**src/rtl/jtag_idbyp_path.sv**
```systemverilog
module jtag_idbyp_path #(
  parameter logic [3:0]  VERSION  = 4'h3,
  parameter logic [15:0] PART_NUM = 16'h5A81,
  parameter logic [11:0] MFG_ID   = 12'h0AE
) (
  input  logic tck,
  input  logic trst_n,
  input  logic tdi,
  input  logic capture_dr,
  input  logic shift_dr,
  input  logic sel_id,
  output logic serial_out,
  output logic tdo,
  output logic tdo_en
);
  localparam int IdW = 32;
  localparam logic [IdW-1:0] IdWord = {VERSION, PART_NUM, MFG_ID[11:1], 1'b1};

  logic [IdW-1:0] id_sr;
  logic           byp_q;

  always_ff @(posedge tck or negedge trst_n) begin
    if (!trst_n) begin
      id_sr <= IdWord;
    end else if (sel_id) begin
      if (capture_dr)    id_sr <= IdWord;
      else if (shift_dr) id_sr <= {tdi, id_sr[IdW-1:1]};
    end
  end

  always_ff @(posedge tck or negedge trst_n) begin
    if (!trst_n) begin
      byp_q <= 1'b0;
    end else if (!sel_id) begin
      if (capture_dr)    byp_q <= 1'b0;
      else if (shift_dr) byp_q <= tdi;
    end
  end

  assign serial_out = sel_id ? id_sr[0] : byp_q;

  always_ff @(negedge tck or negedge trst_n) begin
    if (!trst_n) begin
      tdo    <= 1'b0;
      tdo_en <= 1'b0;
    end else begin
      tdo    <= shift_dr & serial_out;
      tdo_en <= shift_dr;
    end
  end
endmodule

```
**config.mk**
```make
export PLATFORM = sky130hd
export DESIGN_NAME = jtag_idbyp_path
export DESIGN_NICKNAME = d
export VERILOG_FILES = /design/src/rtl/jtag_idbyp_path.sv
export SDC_FILE = /design/constraint.sdc
export NUM_CORES = 1
export LEC_CHECK = 0
export BUFFER_PORTS_ARGS = -buffer_cell sky130_fd_sc_hd__buf_2
export CAP_MARGIN = 40
export CORE_UTILIZATION = 60
export CTS_CLUSTER_DIAMETER = 40
export DETAILED_ROUTE_END_ITERATION = 16
export PLACE_DENSITY = 0.8
export SLEW_MARGIN = 10
export SYNTH_ARGS = -nofsm -noshare
export SYNTH_HDL_FRONTEND = slang
export SYNTH_SLANG_ARGS = --single-unit
```
**constraint.sdc**
```tcl
create_clock -name tck -period 1.55 [get_ports tck]
set_clock_uncertainty 0.15 [all_clocks]
set_input_delay 0.155 -clock tck [delete_from_list [all_inputs] [get_ports tck]]
set_output_delay 0.155 -clock tck [all_outputs]
set_load 0.01 [all_outputs]
```
==> key figures, run 1 <==
Synthesis
  – Synth Instances: roughly 170
  – Synth Flop Type: dfrtp_1
  – Async set-or-reset flop fraction in the synthesized netlist: 100%
  – Synth warn: 0
  – Post-synth EDFFs: 0
  – Post-synthesis cell type count: 26
  – Post-Syn Nets: 180
  – Synthesized area: about 0.0019 mm^2
  – Seq/Total Area, Yosys: 48.0%
  – Avg Inst Size Synth: ~11 um^2
  – Flops & latches, synth: 35

STA
  – Slew Viols, Final: 0
  – Final worst slack: -0.378 ns
  – Final Hold Fails: 0
  – Slew @ Worst Pin: 0.423 ns
  – RSZ-0062 raised after global routing: true
  – Final setup viols: 3
  – Rel. slew slack: a little under three quarters

Setup path
  – Crit end category: output pin
  – Kind of cell adding the most delay to the critical path: flip-flops
  – WP data arrival: 1.62 ns
  – Worst stage delay on the critical path: 0.41 ns
  – Crit path cell chain: buf_2
  – WP data required: 1.24 ns
  – Worst Setup Start Kind: flip-flop
  – CP Class: flip-flop to output pin
  – CP Buf/Inv Count: 1
  – Max stage delay cell, worst path: dfrtn_1
  – CP Max Fanout: 1

Routing
  – Via count: between 1k and 1.5k
  – Post-DR vias/cell: 6.04
  – DR iter-0 viols: 61
  – ANT nets after route: 0
  – Pre-antenna DRT Iters: 4
  – Mean routed wirelength per cell: about 15 um
  – # DRC: 0
  – Drt total wl: 3.31 mm

Clock network
  – CTS clk-pin slew, worst paths: around 0.10 ns
  – Max clock buf depth: 2
  – CTS Sinks: 35
  – Clk Latency, worst-skew pair: 0.33 ns
  – H-Tree Depth: 2
  – Root buffer cell: clkbuf_4
  – Total CTS buffers: 5
  – CTS tree: yes

Power
  – NetSw: around 0.55 mW
  – Leak Pwr: 0.813 nW
  – Sequential Power Share: 55.3%
  – Maximum VDD drop: about 790 uV
  – Power density over the cells: around 1000 mW/mm^2
  – Switching part of the total power: 26.8%
  – Clk pwr share: a little over a quarter
  – Power consumption: between 2 and 2.5 mW
  – Internal power: around 1.5 mW
  – Combinational Power Share: between 10% and 20%

Finish
  – Finished Layout Cells: 219
  – Finished Core Util: between 70 and 80%
  – Antenna diodes: 0
  – FILL cells: 227
  – Syn-to-layout area delta: 8.74%
  – Share of cells above drive strength 1: 35.6%
  – Layout Nets: approximately 190

Job
  – Max-cap violations: 0

Run status
  – Failing checks: setup timing
  – Status: complete, but fails checks

Global routing
  – Gr busiest metal: met2
  – M3 GR Usage: 5.36%
  – GR Util met1: approximately 32%
  – Pin count of the biggest net entering global routing: 56
  – Vias in the first global route: ~1.3k
  – Total grt overflow: 0
  – Number of antenna violations at the first check in global routing: 0
  – Met2 GRT Util: a little under two fifths
  – Global-route usage over all layers: around a quarter
  – First-pass GRT wire length: between 6 and 7 mm

Floorplanning
  – Core area: approximately 0.0029 mm^2
  – Full die area: around 0.0033 mm^2
  – Die W: 57.7 um
  – # IOs: 9
  – Initial core utilization: around 65%
  – Std cell rows: 19
  – Die Y: between 50 and 60 um

Placed design
  – Final Wtd Congestion: 0.759
  – Placed cells: between 200 and 250
  – Post-DP HPWL: around 2.1 mm
  – Pre-CTS setup slack: -0.298 ns
  – Port Buffers: 8

Worst hold path
  – Worst hold path class: input port to flip-flop
[Yosys cell counts, types with 4 or more instances]
master	instances	area, um^2
and2_1	4	25.0
buf_2	10	50.1
dfrtp_1	19	475
dfstp_2	14	368
inv_1	17	63.8
nand2b_1	16	100
nand3_1	16	80.1
nor2b_1	4	25.0
o221ai_1	6	52.6
o221ai_2	10	150
o311a_1	12	120
or2_2	12	75.1
or3_1	12	75.1
[cell usage in the layout, fill, tap and decap left out, types with 2 or more instances in the layout]
master	Yosys	layout
dfrtp_1	19	19
inv_1	17	17
nand3_1	16	16
nand2b_1	16	16
dfstp_2	14	14
buf_4	2	14
or2_2	12	12
or3_1	12	12
o311a_1	12	12
o221ai_2	10	10
buf_2	10	8
o221ai_1	6	6
clkbuf_4	0	5
nor2b_1	4	4
nor2_1	3	3
and2_1	4	3
a221o_1	3	3
clkbuf_8	0	2
dfrtn_1	2	2
[registers in the layout, summed over array words and instances (netlist names)]
register	count
byp_q	1
id_sr	32
tdo	1
tdo_en	1
[metrics by stage]
stage               setup TNS [ns]  hold slack (ns)  area, um^2
floorplan                   -0.310           -0.291        1860
detailed placement          -0.328           -0.133        1930
finish                       -1.05           0.0358        2020
global route                 -1.16           0.0336        2020
CTS                          -1.08           0.0235        2020
global placement            -0.333           -0.139        1930
[final timing paths]
| check | startpoint | to | slack, ns | depth (start not counted) |
|---|---|---|---|---|
| max in group asynchronous | trst_n | tdo | 0.30 | 2 |
| min reg2reg | id_sr[29] | id_sr[29] | 0.35 | 2 |
| max | tdo | tdo | -0.38 | 1 |
| max reg2reg | byp_q | tdo | -0.32 | 2 |
| min in group asynchronous | trst_n | byp_q | 0.06 | 2 |
| min | tdi | id_sr[31] | 0.04 | 3 |
[cell families (layout without fill, tap and decap cells)]
family	count (synthesis)	after routing	share of synthesized area [%]
mux	1	1	0.605
simple gates	71	71	22.4
compound gates	33	33	19.8
buf+inv	34	48	9.15
flops	35	35	48.0
[area by class of cell]
type / count / area (um^2) / area share (%)
tap: 31 / 38.8 / 1.92
inverter: 17 / 63.8 / 3.15
timing repair buffer: 23 / 155 / 7.67
sequential: 35 / 893 / 44.2
clock buffer: 8 / 68.8 / 3.40
multi-input combinational: 105 / 803 / 39.7
[metal layers]
metal	up-vias	wire length (um)
met5	-	0
met4	0	31
met3	4	83
met2	16	1620
met1	655	1580
li1	648	-
[power by group through the flow]
stage	Clock, mW	Combinational [mW]	Sequential, mW
after floorplan	0	0.269	1.14
after global placement	0	0.334	1.15
after detailed placement	0	0.349	1.16
after CTS	0.581	0.359	1.14
after global routing	0.611	0.403	1.16
final	0.564	0.358	1.14
[what timing repair did]
item / in CTS / in global routing
setup endpoints to repair: 3 / 3
hold buffers: 1 / 0
endpoints found under the hold margin: 22 / 0
pin swaps: 0 / 0
gates resized for setup: 1 / 0
buffers inserted: 1 / 1
(Power assumes the default switching activity.)
==> run 2: changes to the inputs <==
--- a/config.mk
+++ b/config.mk
@@ -10,7 +10,8 @@
 export CORE_UTILIZATION = 60
 export CTS_CLUSTER_DIAMETER = 40
 export DETAILED_ROUTE_END_ITERATION = 16
-export PLACE_DENSITY = 0.8
+export GPL_ROUTABILITY_DRIVEN = 0
+export PLACE_DENSITY = 0.87
 export SLEW_MARGIN = 10
 export SYNTH_ARGS = -nofsm -noshare
 export SYNTH_HDL_FRONTEND = slang
==> key figures, run 2 (synthesized netlist as in run 1, its figures left out) <==
Finish
  – Biggest register: id_sr
  – Multi-input logic area: 803 um^2 (unchanged)
  – Max reg flops: 32 (unchanged)
  – Syn-to-layout area delta: 8.00%
  – Commonest non-fill, non-tap cell in the layout: dfrtp_1
  – FILL cells: 212 (-6.6%)
  – Design area: 0.00201 mm^2 (-0.68%)
  – Seq. cell area: 893 um^2 (unchanged)
  – Share of cells above drive strength 1: 34.8% (-0.88 points)
  – Antenna diodes: 0 (unchanged)
  – Layout Nets: 192 (-0.52%)
  – Commonest cells after routing, fill and taps aside: 19 x dfrtp_1, 17 x inv_1, 16 x nand3_1, 16 x nand2b_1, 14 x dfstp_2

STA
  – Slew Viols, Final: 0 (unchanged)
  – Worst hold margin: 0.0249 ns (-0.0108 ns)
  – RSZ-0062 raised after global routing: true
  – Final setup viols: 3 (unchanged)
  – Final worst slack: -0.374 ns (+0.00362 ns)
  – Final Hold Fails: 0 (unchanged)
  – Slew @ Worst Pin: 0.432 ns (+0.00911 ns)
  – Rel. slew slack: 71.2% (-0.61 points)

Routing
  – Via count: 1,389 (+5.0%)
  – ANT nets after route: 0 (unchanged)
  – # DRC: 0 (unchanged)
  – DR iter-0 viols: 77 (+26%)
  – Post-DR vias/cell: 6.37 (+5.5%)
  – Drt total wl: 3.59 mm (+8.2%)
  – Mean routed wirelength per cell: 16.4 um (+8.7%)
  – Pre-antenna DRT Iters: 4 (unchanged)

Floorplanning
  – Core area: 0.00285 mm^2 (unchanged)
  – Full die area: 0.00333 mm^2 (unchanged)
  – Die Y: 57.7 um (unchanged)
  – # IOs: 9 (unchanged)
  – Initial core utilization: 65.2% (unchanged)
  – Std cell rows: 19 (unchanged)
  – Die W: 57.7 um (unchanged)

Clock network
  – CTS clk-pin slew, worst paths: 0.10 ns (about the same)
  – Max clock buf depth: 2 (unchanged)
  – Root buffer cell: clkbuf_4
  – Total CTS buffers: 5 (unchanged)
  – CTS Sinks: 35 (unchanged)
  – Clk Latency, worst-skew pair: 0.34 ns (about the same)
  – H-Tree Depth: 2 (unchanged)
  – CTS tree: yes

Setup path
  – Max stage delay cell, worst path: dfrtn_1
  – CP Buf/Inv Count: 1 (unchanged)
  – Crit path cell chain: buf_2
  – WP data arrival: 1.62 ns (about the same)
  – Worst stage delay on the critical path: 0.39 ns (-0.02 ns)
  – CP Class: flip-flop to output pin
  – Crit end category: output pin
  – Kind of cell adding the most delay to the critical path: flip-flops
  – CP Max Fanout: 1 (unchanged)
  – Worst Setup Start Kind: flip-flop
  – WP data required: 1.24 ns (about the same)

Job
  – Max-cap violations: 0 (unchanged)

Global routing
  – First-pass GRT wire length: 6.19 mm (+2.0%)
  – Pin count of the biggest net entering global routing: 56 (unchanged)
  – Total grt overflow: 0 (unchanged)
  – Vias in the first global route: 1,382 (+4.5%)
  – Global-route usage over all layers: 24.9% (+1.2 points)
  – Number of antenna violations at the first check in global routing: 0 (unchanged)

Placed design
  – Port Buffers: 8 (unchanged)
  – DP Area: 0.00193 mm^2 (+0.26%)
  – Post-DP HPWL: 2.28 mm (+6.8%)

Worst hold path
  – Worst hold path class: input port to async pin

Power
  – Power density over the cells: 988 mW/mm^2 (-3.1%)
  – Leak Pwr: 0.804 nW (-1.2%)
  – Maximum VDD drop: 704 uV (-11%)

Run status
  – Status: complete, but fails checks
  – Failing checks: setup timing
## run 2: cell types whose count changed in the layout (fill, tap and decap cells not counted)
cell,change
clkbuf_8,-2
buf_4,-2
buf_12,+1
clkinv_2,+1
clkbuf_1,+1
## run 2: final timing paths
path / startpoint / endpoint / slack, ns / cells past startpoint
hold / removal: trst_n / id_sr[30] / 0.02 / 2
max in group asynchronous: trst_n / tdo / 0.34 / 2
setup reg to reg: byp_q / tdo / -0.36 / 2
hold reg to reg: id_sr[29] / id_sr[29] / 0.36 / 2
setup / recovery: tdo_en / tdo_en / -0.37 / 1
min in group tck: tdi / id_sr[31] / 0.03 / 3
## run 2: metal layers
| layer | vias up | wire length [um] | track usage [%] |
|---|---|---|---|
| met4 | 0 | 76 | 11.9 |
| li1 | 653 | - | - |
| met2 | 27 | 1840 | 40.7 |
| met3 | 9 | 131 | 7.59 |
| met5 | - | 0 | 0 |
| met1 | 700 | 1540 | 30.5 |
## run 2: worst register-to-register path: stages, from the launching register on
cell	delay, ns
dfrtp_1	0.42
mux2_4	0.28
and2_4	0.13
## run 2: power by group
part / switching [mW] / leakage (nW) / total (mW) / internal [mW]
Combinational: 0.184 / 0.350 / 0.367 / 0.184
Clock: 0.297 / 0.0293 / 0.473 / 0.177
Sequential: 0.0830 / 0.424 / 1.14 / 1.06
## run 2: final cells by class
class | count | area share, %
Clock inverter | 1 | 0.249
Timing Repair Buffer | 22 | 7.97
Inverter | 17 | 3.18
Tap cell | 31 | 1.93
Sequential cell | 35 | 44.5
Clock buffer | 7 | 2.24
Multi-Input combinational cell | 105 | 40.0
## run 2: per-stage QoR
| stage | instances | power, mW | utilization (%) | setup WS, ns | setup TNS (ns) |
|---|---|---|---|---|---|
| 2_1_floorplan | 174 | 1.40 | - | -0.310 | -0.310 |
| 3_3_place_gp | 207 | 1.48 | 67.7 | -0.275 | -0.293 |
| 3_5_place_dp | 207 | 1.51 | 67.7 | -0.300 | -0.328 |
| 4_1_cts | 217 | 2.00 | 70.1 | -0.393 | -1.11 |
| 5_1_grt | 218 | 2.10 | 70.4 | -0.422 | -1.21 |
| 6_report | 218 | 1.99 | 70.4 | -0.374 | -1.10 |
## run 2: timing repair
item | 4_1_cts | 5_1_grt
resized for setup | 0 | 1
endpoints found under the hold margin | 22 | 0
buffers inserted | 1 | 1
hold buffers | 1 | 0
setup endpoints to repair | 3 | 3
